===== src/rtl/cmpbr_pkg.sv =====
package cmpbr_pkg;
  localparam int CLS_W = 2;

  typedef enum logic [CLS_W-1:0] {
    OP_OTHER = 2'd0,
    OP_CMP   = 2'd1,
    OP_JCC   = 2'd2,
    OP_FUSED = 2'd3
  } op_cls_e;
endpackage


===== src/rtl/cmpbr_pair_detect.sv =====
module cmpbr_pair_detect
  import cmpbr_pkg::*;
#(
  parameter int LANES = 4
) (
  input  logic [LANES-1:0]       vld,
  input  logic [LANES*CLS_W-1:0] cls,
  input  logic                   mode64,
  output logic [LANES-1:0]       start,
  output logic [LANES-1:0]       lead
);
  logic [LANES-1:0] cand;

  // a lane is a pair candidate when it and its upper neighbour form cmp+jcc
  for (genvar g = 0; g < LANES; g++) begin : g_cand
    if (g == LANES - 1) begin : g_last
      assign cand[g] = 1'b0;
    end else begin : g_mid
      assign cand[g] = !mode64 && vld[g] && vld[g+1] &&
                       (cls[g*CLS_W +: CLS_W] == OP_CMP) &&
                       (cls[(g+1)*CLS_W +: CLS_W] == OP_JCC);
    end
  end

  // scan upward: a lane consumed as the jump half neither leads nor starts
  logic taken;
  always_comb begin
    start = '0;
    lead  = '0;
    taken = 1'b0;
    for (int i = 0; i < LANES; i++) begin
      lead[i]  = vld[i] && !taken;
      start[i] = cand[i] && !taken;
      taken    = start[i];
    end
  end
endmodule


===== src/rtl/cmpbr_merge.sv =====
module cmpbr_merge
  import cmpbr_pkg::*;
#(
  parameter int LANES = 4,
  parameter int CW    = 4,
  parameter int TW    = 8
) (
  input  logic [LANES-1:0]       start,
  input  logic [LANES*CLS_W-1:0] cls,
  input  logic [LANES*CW-1:0]    cond,
  input  logic [LANES*TW-1:0]    tgt,
  output logic [LANES*CLS_W-1:0] m_cls,
  output logic [LANES*CW-1:0]    m_cond,
  output logic [LANES*TW-1:0]    m_tgt
);
  for (genvar g = 0; g < LANES; g++) begin : g_lane
    if (g < LANES - 1) begin : g_pairable
      assign m_cls[g*CLS_W +: CLS_W] = start[g] ? OP_FUSED : cls[g*CLS_W +: CLS_W];
      assign m_cond[g*CW +: CW] = start[g] ? cond[(g+1)*CW +: CW] : cond[g*CW +: CW];
      assign m_tgt[g*TW +: TW]  = start[g] ? tgt[(g+1)*TW +: TW]  : tgt[g*TW +: TW];
    end else begin : g_top
      assign m_cls[g*CLS_W +: CLS_W] = cls[g*CLS_W +: CLS_W];
      assign m_cond[g*CW +: CW]      = cond[g*CW +: CW];
      assign m_tgt[g*TW +: TW]       = tgt[g*TW +: TW];
    end
  end

  logic unused_start_top;
  assign unused_start_top = start[LANES-1];
endmodule


===== src/rtl/cmpbr_pack.sv =====
module cmpbr_pack #(
  parameter int LANES = 4,
  parameter int RW    = 8
) (
  input  logic [LANES-1:0]    lead,
  input  logic [LANES*RW-1:0] rec,
  output logic [LANES-1:0]    pk_vld,
  output logic [LANES*RW-1:0] pk_rec
);
  int pos;
  always_comb begin
    pk_vld = '0;
    pk_rec = '0;
    pos    = 0;
    for (int i = 0; i < LANES; i++) begin
      if (lead[i]) begin
        for (int j = 0; j < LANES; j++) begin
          if (j == pos) begin
            pk_rec[j*RW +: RW] = rec[i*RW +: RW];
            pk_vld[j]          = 1'b1;
          end
        end
        pos = pos + 1;
      end
    end
  end
endmodule


===== src/rtl/cmpbr_fuse_stage.sv =====
module cmpbr_fuse_stage
  import cmpbr_pkg::*;
#(
  parameter int LANES = 4,
  parameter int OPW   = 8,
  parameter int CW    = 4,
  parameter int TW    = 8
) (
  input  logic                   clk,
  input  logic                   rst_n,
  input  logic                   mode64,
  input  logic                   in_valid,
  output logic                   in_ready,
  input  logic [LANES-1:0]       in_slot_vld,
  input  logic [LANES*CLS_W-1:0] in_cls,
  input  logic [LANES*OPW-1:0]   in_opa,
  input  logic [LANES*OPW-1:0]   in_opb,
  input  logic [LANES*CW-1:0]    in_cond,
  input  logic [LANES*TW-1:0]    in_tgt,
  output logic                   out_valid,
  input  logic                   out_ready,
  output logic [LANES-1:0]       out_slot_vld,
  output logic [LANES-1:0]       out_fused,
  output logic [LANES*CLS_W-1:0] out_cls,
  output logic [LANES*OPW-1:0]   out_opa,
  output logic [LANES*OPW-1:0]   out_opb,
  output logic [LANES*CW-1:0]    out_cond,
  output logic [LANES*TW-1:0]    out_tgt
);
  // record per lane: {fused, cls, opa, opb, cond, tgt}
  localparam int O_TGT = 0;
  localparam int O_CND = O_TGT + TW;
  localparam int O_OPB = O_CND + CW;
  localparam int O_OPA = O_OPB + OPW;
  localparam int O_CLS = O_OPA + OPW;
  localparam int O_FUS = O_CLS + CLS_W;
  localparam int RW    = O_FUS + 1;

  logic                   accept;
  logic [LANES-1:0]       start, lead;
  logic [LANES*CLS_W-1:0] m_cls;
  logic [LANES*CW-1:0]    m_cond;
  logic [LANES*TW-1:0]    m_tgt;
  logic [LANES*RW-1:0]    rec, pk_rec, q_rec;
  logic [LANES-1:0]       pk_vld, q_vld;

  assign in_ready = !out_valid || out_ready;
  assign accept   = in_valid && in_ready;

  cmpbr_pair_detect #(.LANES(LANES)) u_detect (
    .vld(in_slot_vld), .cls(in_cls), .mode64(mode64),
    .start(start), .lead(lead)
  );

  cmpbr_merge #(.LANES(LANES), .CW(CW), .TW(TW)) u_merge (
    .start(start), .cls(in_cls), .cond(in_cond), .tgt(in_tgt),
    .m_cls(m_cls), .m_cond(m_cond), .m_tgt(m_tgt)
  );

  for (genvar g = 0; g < LANES; g++) begin : g_rec
    assign rec[g*RW +: RW] = {start[g], m_cls[g*CLS_W +: CLS_W],
                              in_opa[g*OPW +: OPW], in_opb[g*OPW +: OPW],
                              m_cond[g*CW +: CW], m_tgt[g*TW +: TW]};
  end

  cmpbr_pack #(.LANES(LANES), .RW(RW)) u_pack (
    .lead(lead), .rec(rec), .pk_vld(pk_vld), .pk_rec(pk_rec)
  );

  always_ff @(posedge clk) begin
    if (!rst_n) begin
      out_valid <= 1'b0;
      q_vld     <= '0;
      q_rec     <= '0;
    end else if (accept) begin
      out_valid <= 1'b1;
      q_vld     <= pk_vld;
      q_rec     <= pk_rec;
    end else if (out_ready) begin
      out_valid <= 1'b0;
    end
  end

  for (genvar g = 0; g < LANES; g++) begin : g_out
    assign out_slot_vld[g]             = q_vld[g];
    assign out_fused[g]                = q_rec[g*RW + O_FUS];
    assign out_cls[g*CLS_W +: CLS_W]   = q_rec[g*RW + O_CLS +: CLS_W];
    assign out_opa[g*OPW +: OPW]       = q_rec[g*RW + O_OPA +: OPW];
    assign out_opb[g*OPW +: OPW]       = q_rec[g*RW + O_OPB +: OPW];
    assign out_cond[g*CW +: CW]        = q_rec[g*RW + O_CND +: CW];
    assign out_tgt[g*TW +: TW]         = q_rec[g*RW + O_TGT +: TW];
  end

  // group is emitted one edge after it is taken
  assert_latency_R9: assert property (@(posedge clk) disable iff (!rst_n)
    accept |=> out_valid);

  // a stalled group holds every bit
  assert_hold_R9: assert property (@(posedge clk) disable iff (!rst_n)
    (out_valid && !out_ready) |=> (out_valid && $stable(q_rec) && $stable(out_slot_vld)));

  // valid outputs are contiguous from slot 0
  assert_packed_R7: assert property (@(posedge clk) disable iff (!rst_n)
    out_valid |-> ((out_slot_vld & (out_slot_vld + 1'b1)) == '0));

  // fused marker only on a valid output slot
  assert_fused_valid_R2: assert property (@(posedge clk) disable iff (!rst_n)
    out_valid |-> ((out_fused & ~out_slot_vld) == '0));

  // no fusion in 64-bit mode
  assert_no_fuse64_R4: assert property (@(posedge clk) disable iff (!rst_n)
    (accept && mode64) |=> (out_fused == '0));

  // every fusion removes exactly one entry
  assert_count_R8: assert property (@(posedge clk) disable iff (!rst_n)
    accept |=> ($countones(out_slot_vld) + $countones(out_fused) ==
                $past($countones(in_slot_vld))));
endmodule


===== config.mk =====
export PLATFORM = sky130hd
export DESIGN_NAME = cmpbr_fuse_stage
export DESIGN_NICKNAME = d
export VERILOG_FILES = /design/src/rtl/cmpbr_pkg.sv /design/src/rtl/cmpbr_pair_detect.sv /design/src/rtl/cmpbr_merge.sv /design/src/rtl/cmpbr_pack.sv /design/src/rtl/cmpbr_fuse_stage.sv
export SDC_FILE = /design/constraint.sdc
export NUM_CORES = 1
export LEC_CHECK = 0
export ABC_AREA = 1
export ABC_CLOCK_PERIOD_IN_PS = 1900
export BUFFER_PORTS_ARGS = -buffer_cell sky130_fd_sc_hd__buf_2
export CAP_MARGIN = 0
export CORE_MARGIN = 2
export CORE_UTILIZATION = 51
export DETAILED_ROUTE_END_ITERATION = 8
export PLACE_DENSITY = 0.85
export SYNTH_ARGS = -nofsm -noshare
export SYNTH_HDL_FRONTEND = slang
export SYNTH_SLANG_ARGS = --single-unit
export TNS_END_PERCENT = 20

===== constraint.sdc =====
create_clock -name clk -period 1.9 [get_ports clk]
set_clock_uncertainty 0.05 [all_clocks]
set_input_delay 0.19 -clock clk [delete_from_list [all_inputs] [get_ports clk]]
set_output_delay 0.19 -clock clk [all_outputs]
set_load 0.03 [all_outputs]

### Yosys cells after proc, flatten, opt, wreduce, memory -nomap -nowiden

Cells that the tools add are included.

| storage, ports and cells | value |
|---|---|
| register bits after elaboration | 129 |
| input bits | 129 |

| operators by class | value |
|---|---|
| add/sub/neg operators | 2 |
| equal/unequal tests | 15 |
| multiplexer cells | 46 |
| reduce and logical (&&, ||, !) cells | 28 |

Operators with widths:

| operator | count |
|---|---|
| $mux W31 | 13 |
| $mux W124 | 3 |
| $eq A3 B32 Y1 const A | 4 |
| $logic_not A32 Y1 | 3 |
| $eq A2 B32 Y1 const A | 2 |
| $mux W32 | 2 |
| $add A32 B2 Y32 const B | 1 |
| $mux W4 | 6 |
| $mux W8 | 3 |
| $logic_and A1 B1 Y1 | 18 |
| $mux W1 | 16 |
| $eq A2 B1 Y1 const B | 3 |
| $eq A2 B2 Y1 const B | 3 |
| $mux W2 | 3 |
| $logic_not A1 Y1 | 5 |
| $eq A2 B1 Y1 const A | 2 |
| $add A1 B1 Y2 const B | 1 |
| $reduce_bool A2 Y1 | 1 |
| $eq A1 B1 Y1 const A | 1 |
| $logic_or A1 B1 Y1 | 1 |

### Logic depth before layout (Yosys ltp)

| logic depth | value |
|---|---|
| word-level depth | 14 |
| gate-level depth with buffers | 14 |
| depth with buffers taken out | 13 |

### Modules after synthesis

Synthesis repeated with hierarchy kept, for this count alone.

| unflattened totals | value |
|---|---|
| cells, all modules | 1825 |
| area total of the unflattened synthesis | 10267.3 um^2 |

By module, submodules not included:

| module | instances | cells each | area each (um^2) |
|---|---|---|---|
| cmpbr_fuse_stage | 1 | 844 | 5924.4 |
| cmpbr_pack | 1 | 813 | 3570.9 |
| cmpbr_merge | 1 | 137 | 615.6 |
| cmpbr_pair_detect | 1 | 31 | 156.4 |

### Least setup slack after synthesis

OpenSTA, ideal clock, no wires.

| path | value |
|---|---|
| path type | register to register |
| start point | register out_valid |
| end point | register q_rec[61] |
| library setup time | 0.132 ns |
| arrival time | 1.735 ns |
| data required time | 1.718 ns |
| setup slack | -0.018 ns |
| stages on the path, launching flop included | 8 |
| path buffers | 2 |
| cells stage by stage | dfxtp_1 > nand2_1 > nand2_1 > clkinv_1 > clkbuf_1 > clkbuf_1 > nand3_1 > a21oi_1 |

| between the ends | value |
|---|---|
| cells in the longest elaborated chain, start to end | 3 |

Ends and longest elaborated chain:

| item | line | source |
|---|---|---|
| start, declared | cmpbr_fuse_stage.sv:20 | `output logic out_valid,` |
| start signal, assigned | cmpbr_fuse_stage.sv:72 | `out_valid <= 1'b0;` |
| start signal, assigned | cmpbr_fuse_stage.sv:76 | `out_valid <= 1'b1;` |
| start signal, assigned | cmpbr_fuse_stage.sv:80 | `out_valid <= 1'b0;` |
| $logic_not A1 Y1 | cmpbr_fuse_stage.sv:47 | `assign in_ready = !out_valid \|\| out_ready;` |
| $logic_or A1 B1 Y1 | cmpbr_fuse_stage.sv:47 |  |
| via in_ready | cmpbr_fuse_stage.sv:13 | `output logic in_ready,` |
| $logic_and A1 B1 Y1 | cmpbr_fuse_stage.sv:48 | `assign accept = in_valid && in_ready;` |
| end signal, assigned | cmpbr_fuse_stage.sv:78 | `q_rec <= pk_rec;` |
| end, declared | cmpbr_fuse_stage.sv:44 | `logic [LANES*RW-1:0] rec, pk_rec, q_rec;` |

The timed path passes the listed nets, and every way through them passes these cells.
A chain may end at the register's enable or synchronous reset.

### Worst setup path in the final report

| path | value |
|---|---|
| start point | input port in_slot_vld[0] |
| end point | register q_rec[68] |

| between the ends | value |
|---|---|
| cells in the longest elaborated chain, start to end | 13 |
| elaborated cells on any way between the ends | 28 |
| those cells by class | add/sub (2); eq/ne (3); mux (11); reduce/logical (12) |

Ends and longest elaborated chain:

| item | line | source |
|---|---|---|
| start, declared | cmpbr_fuse_stage.sv:14 | `input logic [LANES-1:0] in_slot_vld,` |
| parallel branches: the longest is 12 deep, another holds $add A32 B2 Y32 | -- |  |
| $mux W124 (*) | cmpbr_pack.sv:16 | `if (lead[i]) begin` |

Every way passes the cells marked *.

==> flow_summary_export.csv <==
group,metric,value,unit
finish,final_cell_mix,"nand2_1, buf_2, nand3_1",
min_path,hold_class,"primary input to register",
min_path,hold_path_end,"q_rec[115]$_SDFFE_PN0P_",
grt,grt_use_total,0.376,
route,drt_wl_total,30400,um
min_path,worstHoldPathCells,3,
route,drtIter0Drc,1589,
route,wl_per_cell,17.9,um
finish,layout_commonest_cell,"nand2_1",
placed_design,dpl_cell_area,0.00956,sq mm
setup_path,crit_path_max_fanout,15,
placed_design,gp_congestion,1.02,
timing,maxSlewViolCount,0,
finish,final_nets,1628,
setup_path,r2r_end,"q_rec[77]$_SDFFE_PN0P_",
run,maxCapViolations,0,
pwr,power.share.switching,0.313,
clock_network,cts_buffer_depth,2,
floorplan,start_util,0.524,
setup_path,arrival,1.96,ns
yosys,yosysWarnings,0,
pwr,seqPwrFrac,0.349,
clock_network,cts_buffers,17,
yosys,syn_nets,1365,
yosys,avgSynthCellArea,6.16,sq um
finish,fin_cells,1696,
timing,rsz0062_at_grt,"no",
floorplan,fp-row-count,44,
placed_design,hpwl,22200,um
setup_path,critPathKind,"primary input to register",
pwr,vdd_ir_drop_max,647,uV
clock_network,cts_htree_levels,4,
setup_path,path_cells,"buf_2 -> nand2_2 -> nor2_4 -> nand2_2 -> nand2_1 -> nand2_2 -> nand2_2 -> nand2_1 -> nand2_2 -> nand2_2 -> buf_12 -> nand2_1 -> nand3_1 -> a21oi_1",
pwr,power.internal,5.67,mW
timing,hold_viol_final,0,
pwr,power_frac_comb,0.220,
pwr,powerDensity,807,mW/mm^2
placed_design,pre_cts_ws,-0.0920,ns
setup_path,critPathMaxStageDelay,0.20,ns
pwr,switchingPower,2.59,mW
clock_network,postCtsHoldBufs,4,
clock_network,path_clk_slew,0.06,ns
pwr,power.total,8.26,mW
yosys,ys_ff_latch,129,
grt,grt_pass1_wl,47800,um
yosys,netlist_instances,1236,
setup_path,slowest_stage,"buf_2",
pwr,leakage,5.16,nW
clock_network,cts-resized-gates,0,
yosys,yosysTopAreaCellShare,0.339,
timing,finalSetupTns,0,ns
clock_network,clockRootBuffer,"clkbuf_16",
grt,grt_pass1_vias,8961,
timing,max_slew.worst_pin.slew,0.552,ns
finish,drive_gt1_frac,0.265,
setup_path,critical_path_required,2.20,ns
setup_path,cpLargestDelayFamily,"simple AND/OR/NAND/NOR gates",
placed_design,dp.cells,1660,
pwr,clkPwrFrac,0.431,
setup_path,critical_path_buf_inv_count,2,
route,ant_nets,0,
timing,max_freq,601,MHz
finish,area_growth_syn_to_layout,34.5,%
floorplan,io_pins,259,
yosys,yosys-top-cells-area,"dfxtp_1, nand2_1, nand3_1, a21oi_1, inv_1",
setup_path,crit_top_cell,"nand2_2",
route,viasPerCell,5.81,
setup_path,endpoint_kind,"register",
floorplan,core-area,0.0145,sq mm
grt,gr-total-overflow,0,
yosys,syn-cell-area,0.00761,sq mm
grt,antenna_found_initial,0,
clock_network,clkSinkCount,129,
floorplan,die_h,126,um
finish,diodes,0,
setup_path,r2r_start,"out_valid$_SDFFE_PN0P_",
route,vias,9862,
floorplan,chipWidth,126,um
placed_design,port_buffers,258,
timing,maxSlewHeadroom,0.632,
yosys,ys_types,30,
route,drc,0,
clock_network,post_cts_buffers,0,
route,firstDrtPassIters,6,
timing,fin_crit_sh,0.875,
floorplan,dieArea,0.0159,sq mm
timing,fin_ws,0.237,ns
timing,finalCriticalPeriod,1.66,ns
finish,fin_area,0.0102,sq mm
timing,finalSetupViolCount,0,
finish,fill_cells,1306,
yosys,yosysSeqAreaShare,0.339,
grt,grt_max_degree,126,
setup_path,r2r_cells,6,
setup_path,cp-start-kind,"primary input",
run_status,status,"finished clean",
yosys,yosysTopAreaCell,"dfxtp_1",
setup_path,r2r_slack,0.35,ns
min_path,worstHoldStart,"in_opa[26]",
clock_network,cts_tree,"built",
clock_network,clk_latency,0.42,ns
-- synth_stat cells --
cell      count
o31ai_1      17
a31oi_1       1
nand3_2       1
nor3_2        1
nor2_4        1
dfxtp_1     129
a211oi_1      1
a22o_1       16
o221ai_1      2
clkinv_1      1
nor2_1       16
nand4_1      30
inv_2         6
inv_1       104
buf_4         1
o21ai_1      10
nor2_2        2
o21ai_0      22
nand2_1     382
clkbuf_1     71
buf_1         2
nand2_4       1
o211ai_1      1
buf_2        25
nand3_1     216
o22ai_1       1
and2_1        2
nand2_2      10
buf_6         3
a21oi_1     161
-- registers in the layout, indices dropped and copies added, names as in the netlist --
| name | cells |
|---|---|
| out_slot_vld | 4 |
| out_valid | 1 |
| q_rec | 124 |
-- metal layers --
metal,part of all wire,track usage,up-vias,routed length (um)
li1,-,-,4614,-
met1,0.40,0.524,4457,12300
met2,0.43,0.559,711,13100
met3,0.13,0.105,80,4100
met4,0.029,0.129,0,894
met5,0,0,-,0
-- worst max path at each step --
stage / startpoint / end / cells after the start
after floorplan: out_valid$_SDFFE_PN0P_ / q_rec[0]$_SDFFE_PN0P_ / 6
after global placement: mode64 / q_rec[72]$_SDFFE_PN0P_ / 15
after detailed placement: mode64 / q_rec[66]$_SDFFE_PN0P_ / 15
after CTS: in_slot_vld[0] / q_rec[68]$_SDFFE_PN0P_ / 14
after global routing: mode64 / q_rec[67]$_SDFFE_PN0P_ / 15
final: in_slot_vld[0] / q_rec[68]$_SDFFE_PN0P_ / 14
-- per-stage QoR --
| step | utilization | hold WS, ns |
|---|---|---|
| floorplan | - | 0.268 |
| global placement | 0.658 | 0.371 |
| detailed placement | 0.658 | 0.395 |
| CTS | 0.705 | 0.000793 |
| global route | 0.705 | 0.0165 |
| finish | 0.705 | 0.0179 |
-- logic make-up after synthesis --
family	after synthesis	share of synthesized area
AND/OR/NAND/NOR	662	0.380
buffers and inverters	213	0.113
AO/OA/AOI/OAI	232	0.168
flip-flops	129	0.339
-- power groups by stage --
| stage | logic [mW] | clock network, mW | registers, mW |
|---|---|---|---|
| floorplan | 0.802 | 0 | 3.17 |
| global placement | 1.74 | 0 | 2.94 |
| detailed placement | 1.75 | 0 | 2.94 |
| CTS | 1.77 | 3.56 | 2.88 |
| global route | 1.95 | 3.71 | 2.90 |
| finish | 1.82 | 3.56 | 2.89 |
-- worst reg2reg max path, delay by kind of cell, from the launching register on --
family	cells	cell delay, ns
AO/OA/AOI/OAI	1	0.13
AND/OR/NAND/NOR	3	0.32
flip-flops	1	0.31
buffers and inverters	2	0.66
-- layout make-up --
type | count | area [sq um] | area share
multi-input combinational | 894 | 4190 | 0.409
clock buffer | 18 | 439 | 0.0429
tap | 184 | 230 | 0.0225
clock inverter | 14 | 201 | 0.0197
inverter | 111 | 420 | 0.0411
timing repair buffer | 346 | 2170 | 0.212
sequential | 129 | 2580 | 0.252
(Power assumes the default switching activity.)
